**config.mk**
```make
export PLATFORM = sky130hd
export DESIGN_NAME = bcd_decade_counter
export DESIGN_NICKNAME = d
export VERILOG_FILES = /design/src/rtl/bcd_ctr_pkg.sv /design/src/rtl/bcd_act_decode.sv /design/src/rtl/bcd_step_logic.sv /design/src/rtl/bcd_state_reg.sv /design/src/rtl/bcd_decade_counter.sv
export SDC_FILE = /design/constraint.sdc
export NUM_CORES = 1
export LEC_CHECK = 0
export BUFFER_PORTS_ARGS = -buffer_cell sky130_fd_sc_hd__buf_2
export CORE_AREA = 2 2 39 41
export DETAILED_ROUTE_END_ITERATION = 8
export DIE_AREA = 0 0 41 43
export GPL_ROUTABILITY_DRIVEN = 0
export PLACE_DENSITY = 0.55
export SLEW_MARGIN = 5
export SYNTH_ARGS = -nofsm -noshare
export SYNTH_HDL_FRONTEND = slang
export SYNTH_HIERARCHICAL = 1
export SYNTH_SLANG_ARGS = --single-unit
```
**constraint.sdc**
```tcl
create_clock -name clk -period 4.8 [get_ports clk]
set_input_delay 0.48 -clock clk [delete_from_list [all_inputs] [get_ports clk]]
set_output_delay 0.48 -clock clk [all_outputs]
set_load 0.01 [all_outputs]
```
**src/rtl/bcd_ctr_pkg.sv**
```systemverilog
package bcd_ctr_pkg;

    localparam int DIGIT_W   = 4;
    localparam int MAX_DIGIT = 9;
    localparam int NUM_CODES = 1 << DIGIT_W;

    typedef logic [DIGIT_W-1:0] digit_t;

    // Register action chosen for the coming edge, in priority order
    typedef enum logic [1:0] {
        ACT_CLEAR = 2'd0,
        ACT_LOAD  = 2'd1,
        ACT_STEP  = 2'd2,
        ACT_KEEP  = 2'd3
    } reg_act_e;

    // Weighted view of one digit
    typedef struct packed {
        logic w8;
        logic w4;
        logic w2;
        logic w1;
    } bcd_bits_t;

    function automatic bcd_bits_t split_digit(input digit_t d);
        bcd_bits_t b;
        b.w8 = d[3];
        b.w4 = d[2];
        b.w2 = d[1];
        b.w1 = d[0];
        return b;
    endfunction

    function automatic digit_t join_digit(input bcd_bits_t b);
        return {b.w8, b.w4, b.w2, b.w1};
    endfunction

    // XOR-form successor, defined for every code
    function automatic bcd_bits_t step_bits(input bcd_bits_t c);
        bcd_bits_t n;
        n.w1 = ~c.w1;
        n.w2 = c.w2 ^ (c.w1 & ~c.w8);
        n.w4 = c.w4 ^ (c.w1 & c.w2);
        n.w8 = c.w8 ^ ((c.w1 & c.w8) | (c.w1 & c.w2 & c.w4));
        return n;
    endfunction

    // Unused-code detector on the weighted bits
    function automatic logic code_unused(input bcd_bits_t c);
        return (c.w8 & c.w4) | (c.w8 & c.w2);
    endfunction

endpackage

```
**src/rtl/bcd_act_decode.sv**
```systemverilog
module bcd_act_decode
    import bcd_ctr_pkg::*;
(
    input  logic     rst,
    input  logic     load_en,
    input  logic     count_en,
    output reg_act_e act
);

    always_comb begin
        if (rst)
            act = ACT_CLEAR;
        else if (load_en)
            act = ACT_LOAD;
        else if (count_en)
            act = ACT_STEP;
        else
            act = ACT_KEEP;
    end

endmodule

```
**src/rtl/bcd_step_logic.sv**
```systemverilog
module bcd_step_logic
    import bcd_ctr_pkg::*;
(
    input  digit_t cur,
    output digit_t nxt,
    output logic   unused_code,
    output logic   at_top
);

    bcd_bits_t cur_b;
    bcd_bits_t nxt_b;

    always_comb begin
        cur_b       = split_digit(cur);
        nxt_b       = step_bits(cur_b);
        nxt         = join_digit(nxt_b);
        unused_code = code_unused(cur_b);
        at_top      = (cur == digit_t'(MAX_DIGIT));
    end

endmodule

```
**src/rtl/bcd_state_reg.sv**
```systemverilog
module bcd_state_reg
    import bcd_ctr_pkg::*;
(
    input  logic     clk,
    input  reg_act_e act,
    input  digit_t   load_val,
    input  digit_t   step_val,
    output digit_t   cur
);

    digit_t cnt_q;
    digit_t cnt_d;

    always_comb begin
        unique case (act)
            ACT_CLEAR: cnt_d = '0;
            ACT_LOAD:  cnt_d = load_val;
            ACT_STEP:  cnt_d = step_val;
            default:   cnt_d = cnt_q;
        endcase
    end

    always_ff @(posedge clk) begin
        cnt_q <= cnt_d;
    end

    assign cur = cnt_q;

endmodule

```
**src/rtl/bcd_decade_counter.sv**
```systemverilog
module bcd_decade_counter
    import bcd_ctr_pkg::*;
(
    input  logic       clk,
    input  logic       rst,
    input  logic       load_en,
    input  logic [3:0] load_val,
    input  logic       count_en,
    output logic [3:0] digit,
    output logic       carry,
    output logic       bad_code
);

    reg_act_e act;
    digit_t   cur;
    digit_t   nxt;
    logic     unused_code;
    logic     at_top;

    bcd_act_decode u_dec (
        .rst      (rst),
        .load_en  (load_en),
        .count_en (count_en),
        .act      (act)
    );

    bcd_step_logic u_step (
        .cur         (cur),
        .nxt         (nxt),
        .unused_code (unused_code),
        .at_top      (at_top)
    );

    bcd_state_reg u_reg (
        .clk      (clk),
        .act      (act),
        .load_val (load_val),
        .step_val (nxt),
        .cur      (cur)
    );

    assign digit    = cur;
    assign carry    = at_top & count_en;
    assign bad_code = unused_code;

endmodule

```
### After elaboration in Yosys (flattened, before gate mapping)

Cells that the tools add are included.

| cells by class | value |
|---|---|
| equal/unequal tests | 3 |
| mux-type cells | 4 |
| bitwise logic cells | 14 |
| reductions and logical operators | 2 |

Operator list:

| cell | count |
|---|---|
| one-hot mux 4 bit (3 select lines) | 1 |
| AND 1 bit | 7 |
| == test 4 bit (second input constant) | 1 |
| two-way mux 2 bit | 2 |
| nonzero test 3 bit | 1 |
| XOR 1 bit | 3 |
| == test 2 x 1 -> 1 bit (second input constant) | 1 |
| == test 2 bit (second input constant) | 1 |
| zero test 2 bit | 1 |
| NOT 1 bit | 2 |
| OR 1 bit | 2 |
| two-way mux 1 bit | 1 |

| word-level totals | value |
|---|---|
| register bits after elaboration | 4 |
| input port bits | 8 |
| output and inout port bits | 6 |
| word-level logic and storage cells | 24 |

### Longest topological paths before layout

| logic depth | value |
|---|---|
| word-level depth | 5 |
| mapped depth | 6 |
| depth with buffers taken out | 6 |

### Modules after synthesis

The synthesis kept the hierarchy.

Modules (own cells, without submodules):

| module | times used | cells each | area an instance (um^2) |
|---|---|---|---|
| bcd_state_reg | 1 | 18 | 214.0 |
| bcd_step_logic | 1 | 10 | 73.8 |
| bcd_act_decode | 1 | 3 | 16.3 |
| bcd_decade_counter | 1 | 1 | 6.3 |

### Worst setup path before layout

Ideal clock, no wire load.

| timing | value |
|---|---|
| kind | register to register |
| start point | register u_reg.cnt_q[1], in the netlist u_reg/cur[1] |
| end point | register u_reg.cnt_q[3], in the netlist u_reg/cur[3] (data pin) |
| setup time | 0.256 ns |
| data arrival time | 1.340 ns |
| data required time | 4.544 ns |
| slack | 3.204 ns |
| cell stages (with the launch flop) | 6 |
| period minus slack after synthesis | 1.596 ns |
| cell sequence | edfxtp_1 -> and2_2 -> ha_1 -> mux2_4 -> a22oi_1 -> nor2_1 |

| between the ends | value |
|---|---|
| cells in the longest elaborated chain, start to end | 5 |

Ends and longest elaborated chain:

| what | line | text |
|---|---|---|
| start, declared | bcd_state_reg.sv:11 | `digit_t cnt_q;` |
| start signal, assigned | bcd_state_reg.sv:24 | `cnt_q <= cnt_d;` |
| AND 1 bit (2 in series) | bcd_ctr_pkg.sv:44 | `n.w8 = c.w8 ^ ((c.w1 & c.w8) \| (c.w1 & c.w2 & c.w4));` |
| OR 1 bit | bcd_ctr_pkg.sv:44 |  |
| XOR 1 bit | bcd_ctr_pkg.sv:44 |  |
| net nxt[3] | bcd_decade_counter.sv:16 | `digit_t nxt;` |
| one-hot mux 4 bit (3 select lines) | bcd_state_reg.sv:15 | `unique case (act)` |
| net u_reg.cnt_d[3] | bcd_state_reg.sv:12 | `digit_t cnt_d;` |

The timed path passes the listed nets, and every way through them passes these cells.
A chain may end at the register's enable or synchronous reset.

### Worst setup path after layout

Same ends and word-level chain as after synthesis.

==> results.cfg <==
[cts]
h-tree-depth = 1
clk_path_buf_depth = 2
cts_setup_buffers = 0
cts_root_buf = clkbuf_4
cts_tree = done
clk_pin_slew_worst_paths_ns = 0.04
ctsHoldBuffers = 0
cts_resized = 0
cts_num_sinks = 4
insertion_delay_ns = 0.23
cts_buffers = 3

[synth]
seq_area_frac_synth_pct = 38.7
synth_edf_count = 4
synth_most_common_cell = nor2_1
synth_top_cell_by_area = edfxtp_1
synth_cells = 32
synth_top_area_share_pct = 38.7
ys.warnings.count = 6
synth_ff_type = edfxtp_1
ys_types = 14
async_flop_share_pct = 0
syn_area_um2 = 310
synthTopCellsByArea = edfxtp_1 (39%), ha_1 (16%), a22oi_1 (9.7%)
syn_nets = 44
yosys_register_bits = 4
synth_area_per_cell_um2 = 9.70
synth_common_cells = nor2_1 (6), inv_1 (5), a22oi_1 (4), edfxtp_1 (4), ha_1 (4)

[power_and_ir_drop]
power_density_mw_per_mm2 = 256
p_comb_share_pct = 19.8
p_sw_uw = 26.7
power_frac_seq_pct = 42.5
finalPower_uw = 107
pwr-share-clk_pct = 37.7
intPower_uw = 80.4
vdd_ir_drop_max_mv = 0.0518
leakage_nw = 0.211
swShare_pct = 24.9

[setup_path]
slowest_delay_ns = 0.45
arrival_ns = 1.65
reg2reg_slack_ns = 3.13
critPathBufInv = 0
cp_top_family = flip-flops
slowest_stage = edfxtp_1
crit_type = reg2reg
worstSetupEndpointType = register
critPathMaxFanout = 5
worstPathCellList = and2_2 -> ha_1 -> mux2_4 -> a22oi_1 -> nor2_1
crit_required_ns = 4.78
rr_startpoint = u_reg/cur[1]
r2r_end = u_reg/cur[3]
worstRegToRegCells = 5
start_kind = register

[placed_design]
hpwl_um = 512
placed_cells = 61
place_ws_ns = 3.14
io_buffers = 13

[floorplan]
die_width_um = 41
design.core.area_mm2 = 0.00138
ioPinCount = 14
num_rows = 14
initial_utilization_pct = 22.4
fp.dieArea_mm2 = 0.00176
die_y_um = 43

[layout]
largest_register_ffs = 4
final_util_pct = 30.2
diodes = 0
fin_cells = 64
layout.nets = 62
drive_gt1_share_pct = 39.6
synthToLayoutAreaGrowth_pct = 34.7

[route]
drt-wirelength-per-cell_um = 9.95
ant_nets = 0
firstDrtPassIters = 4
drc = 0
first_iter_violations = 10
vias = 284
drt_wl_total_um = 637
drt-vias-per-instance = 4.44

[timing]
max_slew_margin_pct = 86.2
final.setup_skew_ns = 0.00503
hold_violations = 0
fin_setup_tns_ns = 0
period_share_pct = 34.8
final-setup-viol-count = 0
grt_setup_unrepaired = no
tightest_slew_ns = 0.207
slew_viol_final = 0
period_needed_ns = 1.67
layout_setup_ws_ns = 3.13
max_freq_mhz = 599

[worst_hold_path]
holdPathEnd = u_reg/cur[2]
hold_path_depth = 3
hold_class = in2reg
min-delay-start = load_val[2]

[global_routing]
grt_pass1_wl_um = 910
first_global_vias = 258
antenna_found_initial = 0
grt_max_degree = 7
grt_usage_pct = 8.26
overflow = 0

[status]
status = completed

[job]
maxCapViolations = 0
[placed cells by master, fill, tap and decap left out]
cell	n
a21oi_2	1
clkbuf_4	3
edfxtp_1	4
buf_2	13
and2_1	1
nand2_1	1
ha_1	4
nand2b_1	1
nor3_1	1
xnor2_1	1
and2_2	1
nor2_1	6
inv_1	5
mux2_4	1
o21a_1	1
a22oi_1	4
[per-layer routing]
metal | GRT usage (%) | wire length (µm)
met5 | 0 | 0
met3 | 1.57 | 46
met4 | 10.0 | 0
met2 | 13.4 | 349
met1 | 6.82 | 241
[power by group through the flow]
stage / sequential (mW) / clock [mW] / combinational (mW)
2_1_floorplan: 0.0468 / 0 / 0.0118
3_3_place_gp: 0.0460 / 0 / 0.0213
3_5_place_dp: 0.0463 / 0 / 0.0211
4_1_cts: 0.0458 / 0.0424 / 0.0213
5_1_grt: 0.0460 / 0.0438 / 0.0243
6_report: 0.0456 / 0.0404 / 0.0212
[kinds of logic (layout without fill, tap and decap cells)]
family,Yosys count,in the layout,synth area share (%)
AO/OA/AOI/OAI,6,6,14.9
multiplexers,1,1,4.84
AND/OR/NAND/NOR,11,11,16.5
buffers and inverters,5,21,6.05
flip-flops,4,4,38.7
adder cells (fa/ha/maj),4,4,16.1
XOR/XNOR,1,1,2.82
[worst max-delay path by stage]
stage                 startpoint           end  cells after the start
floorplan           u_reg/cur[1]  u_reg/cur[3]                      5
global placement    u_reg/cur[1]  u_reg/cur[3]                      5
detailed placement  u_reg/cur[1]  u_reg/cur[3]                      5
CTS                 u_reg/cur[1]  u_reg/cur[3]                      5
global route        u_reg/cur[1]  u_reg/cur[3]                      5
finish              u_reg/cur[1]  u_reg/cur[3]                      5
[area by class of cell]
| type | instances | area (µm²) |
|---|---|---|
| clock buffers | 3 | 22.5 |
| fillers | 152 | 966 |
| inverters | 5 | 18.8 |
| multi-input cells | 23 | 171 |
| flip-flops and latches | 4 | 120 |
| well taps | 16 | 20.0 |
| repair buffers | 13 | 65.1 |
[tightest hold or removal path, delay by kind of cell]
family | cells | cell delay, ns
AO/OA/AOI/OAI | 1 | 0.05
buffers and inverters | 1 | 0.08
AND/OR/NAND/NOR | 1 | 0.09
[per-stage QoR]
step / hold slack, ns / cell area (µm²)
after CTS: 0.579 / 418
after floorplan: 0.704 / 310
after global routing: 0.605 / 418
final: 0.588 / 418
after global placement: 0.775 / 395
after detailed placement: 0.778 / 395
(Power assumes the default switching activity.)
